[config.mk]
export PLATFORM = sky130hd
export DESIGN_NAME = cfg_pla
export DESIGN_NICKNAME = d
export VERILOG_FILES = /design/src/rtl/cfg_pla.sv
export SDC_FILE = /design/constraint.sdc
export NUM_CORES = 1
export LEC_CHECK = 0
export CORE_MARGIN = 2
export CORE_UTILIZATION = 35
export CTS_CLUSTER_SIZE = 25
export DETAILED_ROUTE_END_ITERATION = 7
export DONT_BUFFER_PORTS = 1
export GPL_TIMING_DRIVEN = 1
export PLACE_DENSITY = 0.53
export SLEW_MARGIN = 20
export SYNTH_ARGS = -nofsm -noshare
export SYNTH_HDL_FRONTEND = slang
export SYNTH_SLANG_ARGS = --single-unit
[constraint.sdc]
create_clock -name clk -period 8.8 [get_ports clk]
set_input_delay 2.64 -clock clk [delete_from_list [all_inputs] [get_ports clk]]
set_output_delay 2.64 -clock clk [all_outputs]
set_load 0.01 [all_outputs]
[src/rtl/cfg_pla.sv]
module cfg_pla #(
  parameter int N_IN   = 3,
  parameter int N_TERM = 16,
  parameter int N_OUT  = 4,
  localparam int AW    = $clog2(N_TERM),
  localparam int LW    = 2 * N_IN,
  localparam int GRP   = 4
) (
  input  logic             clk,
  input  logic             rst_n,
  input  logic             grp_mode,
  input  logic             cfg_we,
  input  logic [AW-1:0]    cfg_row,
  input  logic [LW-1:0]    cfg_lits,
  input  logic [N_OUT-1:0] cfg_mask,
  input  logic [N_IN-1:0]  din,
  output logic [N_OUT-1:0] dout
);

  logic [N_TERM-1:0][LW-1:0]    lit_q;
  logic [N_TERM-1:0][N_OUT-1:0] mask_q;
  logic [N_TERM-1:0]            term;

  always_ff @(posedge clk or negedge rst_n) begin
    if (!rst_n) begin
      lit_q  <= '0;
      mask_q <= '1;
    end else if (cfg_we) begin
      lit_q[cfg_row]  <= cfg_lits;
      mask_q[cfg_row] <= cfg_mask;
    end
  end

  for (genvar t = 0; t < N_TERM; t++) begin : g_and
    logic [N_IN-1:0] lit_ok;
    for (genvar i = 0; i < N_IN; i++) begin : g_lit
      wire [1:0] code = lit_q[t][2*i+1:2*i];
      assign lit_ok[i] = (code == 2'b00) |
                         (code == 2'b01 & ~din[i]) |
                         (code == 2'b10 &  din[i]);
    end
    assign term[t] = &lit_ok;
  end

  for (genvar k = 0; k < N_OUT; k++) begin : g_or
    logic [N_TERM-1:0] reach;
    for (genvar t = 0; t < N_TERM; t++) begin : g_reach
      if ((t / GRP) == k) begin : g_own
        assign reach[t] = mask_q[t][k];
      end else begin : g_other
        assign reach[t] = mask_q[t][k] & ~grp_mode;
      end
    end
    assign dout[k] = |(term & reach);
  end

endmodule

Yosys cells after proc, flatten, opt, wreduce, memory -nomap -nowiden

Index checks and enable logic that the tools add are counted.

Shift operators: 0
Bitwise gates (word level): 248
Multiply operators: 0
Equal/unequal tests: 96
Reduce and logical (&&, ||, !) cells: 69
Magnitude comparators: 2
Divide/modulo/power cells: 0
Mux-type cells: 6
Add/subtract/negate cells: 0

Operators with widths:

| kind                                                                                | count |
|---|---|
| 1-bit bitwise AND                                                                   | 144 |
| 96-bit bitwise mux                                                                  | 1 |
| 2-bit by 1-bit == test with 1-bit output, second input constant                     | 48 |
| 2-bit == test, second input constant                                                | 48 |
| 2-bit logical NOT                                                                   | 48 |
| 1-bit OR                                                                            | 96 |
| 16-bit bitwise AND                                                                  | 4 |
| 64-bit bitwise mux                                                                  | 1 |
| 16-bit OR reduction                                                                 | 4 |
| 3-bit AND reduction                                                                 | 16 |
| 6-bit demux with 4-bit select                                                       | 1 |
| 4-bit demux with 4-bit select                                                       | 1 |
| 6-bit two-way mux                                                                   | 1 |
| 4-bit by 5-bit less-than comparator with 1-bit output, second input constant        | 1 |
| 4-bit by 1-bit greater-or-equal comparator with 1-bit output, second input constant | 1 |
| 4-bit two-way mux                                                                   | 1 |
| 1-bit inverter                                                                      | 4 |
| 1-bit logical AND                                                                   | 1 |

Bits in registers: 160
ROM bits: 0
Memory bits (writable): 0
Bits in latches: 0
Logic and storage cells: 453
Bits of input ports: 21
Memories kept: 0

Logic depth before layout (Yosys ltp)

Gate-level depths: netlist of the first run.

Depth after elaboration: 7
Gate-level depth with buffers: 7

Worst setup path before layout of the first run

OpenSTA, ideal clock, no wires.

Path kind: input to output
Start point: input din[2]
End point: output dout[0]
Stages: 6
Buffers on the path: 2
Setup slack: 2080 ps
Required time: 6160 ps
Data arrival time: 4080 ps
Cells stage by stage: buf_6 > buf_12 > mux2i_1 > and3_4 > a221o_1 > or4_1

Longest elaborated chain between the ends: 7

RTL lines:

| item                  | RTL line | text |
|---|---|---|
| start: declaration    | 16       | `input logic [N_IN-1:0] din,` |
| 1-bit inverter        | 39       | `(code == 2'b01 & ~din[i]) \|` |
| 1-bit bitwise AND     | 39       |  |
| 1-bit OR              | 38       | `assign lit_ok[i] = (code == 2'b00) \|` |
| 1-bit OR              | 39       |  |
| 3-bit AND reduction   | 42       | `assign term[t] = &lit_ok;` |
| 16-bit bitwise AND *  | 54       | `assign dout[k] = \|(term & reach);` |
| 16-bit OR reduction * | 54       |  |
| end: declaration      | 17       | `output logic [N_OUT-1:0] dout` |

Every way passes the cells marked *; elsewhere a longest branch is shown, timed or not.

Worst setup path after layout of the first run

Start point: input din[2]
End point: output dout[2]

Same word-level chain as after synthesis.

==> results of run 1 <==
## synthesized netlist by cell type, types with 3 or more instances
| cell type | n | area [sq um] |
|---|---|---|
| nand3_1 | 4 | 20.0 |
| a221o_1 | 4 | 40.0 |
| nor2_1 | 11 | 41.3 |
| buf_6 | 3 | 33.8 |
| mux2i_1 | 36 | 360 |
| dfrtp_1 | 96 | 2400 |
| inv_1 | 4 | 15.0 |
| dfstp_2 | 64 | 1680 |
| nor3b_1 | 3 | 22.5 |
| nand4_1 | 6 | 37.5 |
| nor4_1 | 5 | 31.3 |
| mux2_2 | 170 | 1910 |
| and4_1 | 3 | 26.3 |
| and3_1 | 8 | 50.1 |
| nand2_1 | 10 | 37.5 |
| clkbuf_1 | 17 | 63.8 |
| nand2b_1 | 5 | 31.3 |
| a22oi_1 | 12 | 90.1 |
## power by group
| part | internal (W) | total, W | switching [W] |
|---|---|---|---|
| Clock | 0.000391 | 0.000679 | 0.000289 |
| Sequential | 0.000957 | 0.00104 | 0.0000874 |
| Combinational | 0.000201 | 0.000352 | 0.000151 |
| Total | 0.00155 | 0.00208 | 0.000527 |
## final cells by class
cell class,count,area share (%)
Multi-Input combinational cell,307,37.1
Clock buffer,23,6.17
Timing Repair Buffer,1,0.0947
Tap cell,270,4.26
Inverter,4,0.189
Sequential cell,160,51.5
Clock inverter,9,0.679
## kinds of logic after synthesis
group | synth area share, %
muxes | 31.6
and+or+nand+nor | 5.60
buffers and inverters | 2.40
DFF | 56.8
AOI/OAI and AO/OA | 3.57
## per-layer routing
metal / GRT usage [%] / up-vias / share of wire [%]
li1: - / 1817 / -
met1: 22.1 / 2138 / 45
met2: 27.6 / 81 / 49
met3: 4.10 / 11 / 5.2
met4: 3.89 / 0 / 0.90
met5: 0 / - / 0
## flip-flops by register name (all words and copies together) (netlist names)
register and cells:
g_and.g_lit.code 96, mask_q 48, g_or.reach 16
## metrics by stage
stage                     instance area, sq um  worst slack (ns)  util (%)  hold WS (ns)  total power [W]
after detailed placement                  7380              1.92      36.6         0.492          0.00141
after floorplan                           7190              2.08         -         0.470          0.00132
after global routing                      7920              1.88      39.3         0.513          0.00218
final                                     7920              1.95      39.3         0.503          0.00208
after global placement                    7380              1.88      36.6         0.484          0.00140
after CTS                                 7920              1.92      39.3         0.506          0.00210
## worst max-delay path by stage
stage | start | endpoint | slack [ns] | depth (start not counted)
floorplan | din[2] | dout[0] | 2.08 | 6
global placement | din[2] | dout[2] | 1.88 | 5
detailed placement | din[2] | dout[2] | 1.92 | 5
CTS | din[2] | dout[2] | 1.92 | 5
global route | din[2] | dout[2] | 1.88 | 5
finish | din[2] | dout[2] | 1.95 | 5
==> metrics.md, run 1 <==
| Metric | Value |
|---|---|
| Most common cell after layout, fill and taps aside | `mux2_2` |
| Post_cts resized | `0` |
| Vias in the first global route | `4308` |
| Final Setup Violations | `0` |
| Depth of the worst hold-timing path | `1` |
| Inst Count DP | `742` |
| Mapped Area | `7190 sq um` |
| Site Rows | `52` |
| Grt total ovfl | `0` |
| Hold_sp | `g_and[2].g_lit[2].code[1]$_DFFE_PN0P_` |
| Share of layout cells above drive strength 1 | `53.0%` |
| Initial antenna violation count | `0` |
| Max Clock Freq | `146 MHz` |
| Drt wl/cell | `22.1 um` |
| Seq/Total Area, Yosys | `56.8%` |
| HPWL after DPL | `11300 um` |
| Port bufs | `0` |
| Worst setup SP type | `input port` |
| Routability cong. | `0.812` |
| Synthesized net count | `516` |
| Power per cell area | `262 nW/um^2` |
| Cell count after synthesis | `495` |
| Worst Tran Pin Value | `1.09 ns` |
| Layout Skew | `0 ns` |
| Worst R2R End | `mask_q[47]$_DFFE_PN1P_` |
| Crit Path Max Fanout | `16` |
| Final min period | `6.85 ns` |
| Post-CTS Setup Inserts | `0` |
| Hold Path Sink | `g_and[2].g_lit[2].code[1]$_DFFE_PN0P_` |
| Initial DRC count | `283` |
| Clock sink count | `160` |
| Drt pass-1 iters | `4` |
| Die area | `21700 sq um` |
| CP Cell Sequence | `mux2_2 -> nor4_1 -> a22o_1 -> nor4_1 -> nand4_1` |
| Largest net degree at the start of global routing | `161` |
| Total CTS buffers | `17` |
| Register area | `4080 sq um` |
| Pleak | `3.27 nW` |
| Vias | `4047` |
| Outcome | `finished, final reports clean` |
| Clk_lat worst skew | `0.42 ns` |
| Final net count | `512` |
| FF+latch count, synth | `160` |
| Distinct cells, synth | `43` |
| First-pass GRT wire length | `26700 um` |
| Critical path data arrival time | `4.21 ns` |
| Post-synth EDFFs | `0` |
| Peak VDD IR | `131 uV` |
| CP Class | `in2out` |
| Clock buffer depth | `2` |
| I/O pin cnt | `25` |
| Dominant synthesized flop cell | `dfrtp_1` |
| Die W | `147 um` |
| Worst path max stage delay | `0.73 ns` |
| Area occupied by multi-input gates | `2940 sq um` |
| Slowest CP cell | `nor4_1` |
| Setup crit end kind | `output pin` |
| Worst Hold Class | `reg2reg` |
| CTS Root Cell | `clkbuf_16` |
| Worst Path Required | `6.16 ns` |
| FFs w/ async S/R, synth | `100%` |
| Reg2reg start | `mask_q[47]$_DFFE_PN1P_` |
| Vias/cell | `5.23` |
| Starting Density | `35.7%` |
| Setup_tns | `0 ns` |
| Final period util | `77.9%` |
| Die H | `147 um` |
| CP top delay family | `simple AND/OR/NAND/NOR gates` |
| Htree depth | `4` |
| Non-filler instance count after layout | `774` |
| CTS Hold Bufs | `0` |
| Most frequent cells in the layout | `170 x mux2_2, 96 x dfrtp_1, 64 x dfstp_2` |
| Worst reg-to-reg path cell count | `2` |
| Area grow syn2layout | `10.2%` |
| Core area | `20200 sq um` |
| Synth warn | `0` |
| Total track usage | `16.6%` |
| Crit path buf inv count | `0` |
| Clk pin slew, worst setup/hold paths | `0.06 ns` |
| RSZ-0062 raised after global routing | `no` |
| Total of max-cap violations | `0` |
| Reg-to-reg slack, setup | `8.01 ns` |
| Antenna diode count | `0` |
| # DRC | `0` |
| Fillers | `1892` |
| Detail Route Antenna Nets | `0` |
| Relative slew margins | `27.1%` |
| Cell repeated most along the worst path | `nor4_1` |
| CTS tree | `yes` |
| Avg Cell Area, Syn | `14.5 sq um` |
| Final Max Slew Viols | `0` |
| Routed Wire Length | `17100 um` |
| Final hold vios | `0` |
Power figures use the tool's default switching activity.
==> run 2, diff against run 1 <==
==> constraint.sdc (replaced) <==
create_clock -name clk -period 7.15 [get_ports clk]
set_input_delay 2.145 -clock clk [delete_from_list [all_inputs] [get_ports clk]]
set_output_delay 2.145 -clock clk [all_outputs]
set_load 0.01 [all_outputs]
==> run 2 against run 1 <==
  * Combinational power is 24% higher
  * Flip-flop and latch count stayed put
  * Global-route usage is 0.080 points higher
  * First-iteration DRC count is 2.1% lower
  * Non-clock buffer count stayed put
  * Largest power group unchanged
  * Highest routed layer unchanged
==> metrics.md, run 2 (same netlist as run 1, synthesis figures left out) <==
| Metric | Value |
|---|---|
| Core area | `20200 sq um` |
| CTS Root Cell | `clkbuf_16` |
| Final period util | `81.6%` |
| Clk_lat worst skew | `0.42 ns` |
| Setup ws final | `1.31 ns` |
| Clock buffer depth | `2` |
| Clk pin slew, worst setup/hold paths | `0.06 ns` |
| RSZ-0062 raised after global routing | `no` |
| CP top delay family | `simple AND/OR/NAND/NOR gates` |
| Pleak | `3.30 nW` |
| Max Clock Freq | `171 MHz` |
| First-pass GRT wire length | `26900 um` |
| Grt total ovfl | `0` |
| Share of layout cells above drive strength 1 | `53.6%` |
| CP Class | `in2out` |
| Slowest CP cell | `nor4_1` |
| Detail Route Antenna Nets | `0` |
| Outcome | `finished, final reports clean` |
| Routability cong. | `0.812` |
| Post_cts resized | `0` |
| Drt wl/cell | `22.4 um` |
| Worst Path Required | `5.01 ns` |
| CTS tree | `yes` |
| Clock sink count | `160` |
| Area grow syn2layout | `10.8%` |
| # DRC | `0` |
| Setup_tns | `0 ns` |
| Htree depth | `4` |
| Layout Skew | `0 ns` |
| Fillers | `1879` |
| Port bufs | `0` |
| Antenna diode count | `0` |
| Vias in the first global route | `4392` |
| Final min period | `5.84 ns` |
| Final Setup Violations | `0` |
| Final hold vios | `0` |
| Post-CTS Setup Inserts | `0` |
| Crit Path Max Fanout | `16` |
| Relative slew margins | `26.7%` |
| Peak VDD IR | `153 uV` |
| Total of max-cap violations | `0` |
| CP Cell Sequence | `mux2_2 -> nor4_1 -> a22o_1 -> nor4_1 -> nand4_1` |
| Die area | `21700 sq um` |
| Vias | `4068` |
| Power per cell area | `330 nW/um^2` |
| Initial antenna violation count | `0` |
| Max reg flops | `96` |
| Total CTS buffers | `17` |
| Worst setup SP type | `input port` |
| Cell repeated most along the worst path | `nor4_1` |
| Most frequent cells in the layout | `170 x mux2_2, 96 x dfrtp_1, 64 x dfstp_2` |
| Drt pass-1 iters | `6` |
| Setup crit end kind | `output pin` |
| Crit path buf inv count | `0` |
| Finished Cell Area | `7970 sq um` |
| Worst Hold Class | `reg2reg` |
| Most common cell after layout, fill and taps aside | `mux2_2` |
| Largest net degree at the start of global routing | `161` |
| Vias/cell | `5.26` |
| Placed Area | `7380 sq um` |
| Worst path max stage delay | `0.70 ns` |
| Worst Tran Pin Value | `1.10 ns` |
| CTS Hold Bufs | `0` |
| Final net count | `512` |
| I/O pin cnt | `25` |
| Routed Wire Length | `17300 um` |
| Starting Density | `35.7%` |
| Die W | `147 um` |
| Initial DRC count | `277` |
| Site Rows | `52` |
| Critical path data arrival time | `3.69 ns` |
| Pre-CTS setup slack | `1.28 ns` |
| Total track usage | `16.7%` |
| HPWL after DPL | `11300 um` |
| Die H | `147 um` |
| Final Max Slew Viols | `0` |
-- run 2: final cells by class --
type / instances / area, sq um / area share, %
tap: 270 / 338 / 4.24
timing repair buffer: 1 / 7.51 / 0.0942
multi-input combinational: 307 / 2940 / 36.9
clock buffer: 19 / 453 / 5.68
sequential: 160 / 4080 / 51.2
clock inverter: 13 / 135 / 1.70
inverter: 4 / 15.0 / 0.188
-- run 2: layer usage --
layer | share of wire [%] | track usage [%] | wire length (um)
met2 | 48 | 27.5 | 8330
met4 | 1.7 | 5.43 | 301
met5 | 0 | 0 | 0
met1 | 45 | 21.3 | 7730
met3 | 5.4 | 4.91 | 937
-- run 2: path summary, 6_finish.rpt --
check,slack [ns],cells after the start,to,start
max,1.31,5,dout[2],din[2]
min,0.50,1,g_and[2].g_lit[2].code[1]$_DFFE_PN0P_,g_and[2].g_lit[2].code[1]$_DFFE_PN0P_
max reg2reg,6.35,2,mask_q[45]$_DFFE_PN1P_,mask_q[45]$_DFFE_PN1P_
min reg2reg,0.50,1,g_and[2].g_lit[2].code[1]$_DFFE_PN0P_,g_and[2].g_lit[2].code[1]$_DFFE_PN0P_
max in group asynchronous,5.36,0,mask_q[31]$_DFFE_PN1P_,rst_n
min in group asynchronous,1.41,0,g_and[11].g_lit[1].code[1]$_DFFE_PN0P_,rst_n
-- run 2: through the flow --
| stage | power, W | std cells | hold WS [ns] | util, % |
|---|---|---|---|---|
| final | 0.00263 | 774 | 0.505 | 39.5 |
| after global routing | 0.00275 | 774 | 0.511 | 39.5 |
| after CTS | 0.00265 | 774 | 0.506 | 39.5 |
| after detailed placement | 0.00174 | 742 | 0.492 | 36.6 |
| after global placement | 0.00172 | 742 | 0.484 | 36.6 |
| after floorplan | 0.00162 | 495 | 0.470 | - |
-- run 2: power by group --
| part | total [W] | internal, W | switching (W) |
|---|---|---|---|
| Combinational | 0.000436 | 0.000248 | 0.000188 |
| Sequential | 0.00128 | 0.00118 | 0.000108 |
| Clock | 0.000905 | 0.000533 | 0.000373 |
==> run 3, diff against run 2 <==
--- a/config.mk
+++ b/config.mk
@@ -11,7 +11,7 @@
 export DETAILED_ROUTE_END_ITERATION = 7
 export DONT_BUFFER_PORTS = 1
 export GPL_TIMING_DRIVEN = 1
-export PLACE_DENSITY = 0.53
+export PLACE_DENSITY = 0.55
 export SLEW_MARGIN = 20
 export SYNTH_ARGS = -nofsm -noshare
 export SYNTH_HDL_FRONTEND = slang
==> constraint.sdc (replaced) <==
create_clock -name clk -period 5.2 [get_ports clk]
set_input_delay 1.56 -clock clk [delete_from_list [all_inputs] [get_ports clk]]
set_output_delay 1.56 -clock clk [all_outputs]
set_load 0.01 [all_outputs]
==> run 3 against run 2 <==
  * Via count increased by 3.0%
  * Flip-flop and latch count did not move
  * Sequential share of layout area fell by 0.19 points
  * Highest routed layer unchanged
  * Clock skew unchanged
==> metrics.md, run 3 (same netlist as run 1, synthesis figures left out) <==
| Metric | Value |
|---|---|
| Routed Wire Length | `17400 um` |
| Crit Path Max Fanout | `16` |
| Site Rows | `52` |
| Setup crit end kind | `output pin` |
| Routability cong. | `0.848` |
| Port bufs | `0` |
| Starting Density | `35.7%` |
| Htree depth | `4` |
| RSZ-0062 raised after global routing | `no` |
| Relative slew margins | `31.8%` |
| Post-CTS Setup Inserts | `0` |
| CP top delay family | `simple AND/OR/NAND/NOR gates` |
| CP Class | `in2out` |
| Final Max Slew Viols | `0` |
| Drt wl/cell | `22.4 um` |
| Die W | `147 um` |
| CP Cell Sequence | `mux2i_1 -> and3_1 -> a221o_1 -> nor4_1 -> nand4_1` |
| Final hold vios | `0` |
| Pre-CTS setup slack | `0.546 ns` |
| Power per cell area | `459 nW/um^2` |
| Share of layout cells above drive strength 1 | `53.0%` |
| Pleak | `3.31 nW` |
| P_int | `0.00278 W` |
| Clk_lat worst skew | `0.42 ns` |
| Antenna diode count | `0` |
| Max reg flops | `96` |
| Worst setup SP type | `input port` |
| Fraction of met1 tracks used by global routing | `23.5%` |
| Crit path buf inv count | `0` |
| HPWL after DPL | `11200 um` |
| Placed Area | `7380 sq um` |
| Die area | `21700 sq um` |
| Sw frac | `24.3%` |
| Total CTS buffers | `17` |
| Vias/cell | `5.42` |
| Total track usage | `16.8%` |
| Grt total ovfl | `0` |
| Final net count | `512` |
| GR peak layer | `met2` |
| CTS Hold Bufs | `0` |
| Critical path data arrival time | `3.06 ns` |
| Final min period | `4.62 ns` |
| Post_cts resized | `0` |
| Outcome | `finished, final reports clean` |
| Final period util | `88.8%` |
| Worst Tran Pin Value | `1.02 ns` |
| Finished Cell Area | `8000 sq um` |
| Detail Route Antenna Nets | `0` |
| Setup_tns | `0 ns` |
| Met3 GRT Util | `4.25%` |
| Clock sink count | `160` |
| Drt pass-1 iters | `4` |
| Clock buffer depth | `2` |
| Final Setup Violations | `0` |
| Clk pin slew, worst setup/hold paths | `0.06 ns` |
| # DRC | `0` |
| Total of max-cap violations | `0` |
| Comb pwr share | `16.3%` |
| Sw power | `0.000891 W` |
| Setup ws final | `0.581 ns` |
| Peak VDD IR | `231 uV` |
| Most common cell after layout, fill and taps aside | `mux2_2` |
| GR Layer Usage met2 | `26.1%` |
| Reg power frac | `48.0%` |
| Worst Hold Class | `reg2reg` |
| Fillers | `1871` |
| Worst path max stage delay | `0.43 ns` |
| Non-filler instance count after layout | `774` |
| First-pass GRT wire length | `27100 um` |
| Layout Skew | `0 ns` |
| Vias in the first global route | `4456` |
| Largest net degree at the start of global routing | `161` |
| Slowest CP cell | `nor4_1` |
| Worst Path Required | `3.64 ns` |
| Most frequent cells in the layout | `170 x mux2_2, 96 x dfrtp_1, 64 x dfstp_2` |
| Vias | `4192` |
| I/O pin cnt | `25` |
| Core area | `20200 sq um` |
| Die H | `147 um` |
| Initial antenna violation count | `0` |
| Clock power frac | `35.6%` |
| Area grow syn2layout | `11.2%` |
| Max Clock Freq | `216 MHz` |
| Initial DRC count | `225` |
| Inst Count DP | `742` |
| CTS Root Cell | `clkbuf_16` |
| CTS tree | `yes` |
[run 3: cell types whose count changed in the layout (fill, tap and decap cells not counted), sizes merged]
cell	delta
bufinv	+2
clkbuf	+1
clkinv	-1
clkinvlp	+1
inv	-3
[run 3: through the flow]
step | power [W] | util [%] | hold slack (ns)
after global placement | 0.00235 | 36.6 | 0.482
final | 0.00367 | 39.7 | 0.503
after floorplan | 0.00223 | - | 0.470
after CTS | 0.00371 | 39.7 | 0.504
after detailed placement | 0.00239 | 36.6 | 0.490
after global routing | 0.00385 | 39.7 | 0.513
[run 3: path summary, 6_finish.rpt]
path                                                                to  slack (ns)                             startpoint  cells past startpoint
worst max-delay path                                           dout[2]        0.58                                 din[1]                      5
worst min-delay path             g_and[6].g_lit[2].code[1]$_DFFE_PN0P_        0.50  g_and[6].g_lit[2].code[1]$_DFFE_PN0P_                      1
worst max register to register                  mask_q[47]$_DFFE_PN1P_        4.38                 mask_q[47]$_DFFE_PN1P_                      2
worst min register to register   g_and[6].g_lit[2].code[1]$_DFFE_PN0P_        0.50  g_and[6].g_lit[2].code[1]$_DFFE_PN0P_                      1
max in group asynchronous                       mask_q[54]$_DFFE_PN1P_        3.98                                  rst_n                      0
min in group asynchronous       g_and[13].g_lit[0].code[0]$_DFFE_PN0P_        0.83                                  rst_n                      0
[run 3: worst register-to-register path, delay by kind of cell, from the launching register on]
| kind | cells | cell delay (ns) |
|---|---|---|
| AOI/OAI and AO/OA | 1 | 0.18 |
| buffers and inverters | 1 | 0.04 |
| DFF | 1 | 0.52 |
[run 3: metal layers]
layer	vias to the layer above	part of all wire (%)
met5	-	0
met4	0	1.4
met3	14	4.6
met2	71	46
met1	2283	48
li1	1824	-
[run 3: layout make-up]
cell class              instances  area, sq um  area share (%)
inverters                       4         15.0           0.188
flip-flops and latches        160         4080            51.1
multi-input cells             307         2930            36.7
clock buffers                  20          457            5.71
clock inverters                12          164            2.05
well taps                     270          338            4.22
repair buffers                  1         7.51          0.0939
[run 3: power by group through the flow]
stage | combinational, W | clock, W | sequential, W
6_report | 0.000600 | 0.00131 | 0.00177
5_1_grt | 0.000653 | 0.00139 | 0.00180
4_1_cts | 0.000605 | 0.00134 | 0.00176
3_5_place_dp | 0.000603 | 0 | 0.00178
3_3_place_gp | 0.000584 | 0 | 0.00177
2_1_floorplan | 0.000498 | 0 | 0.00173
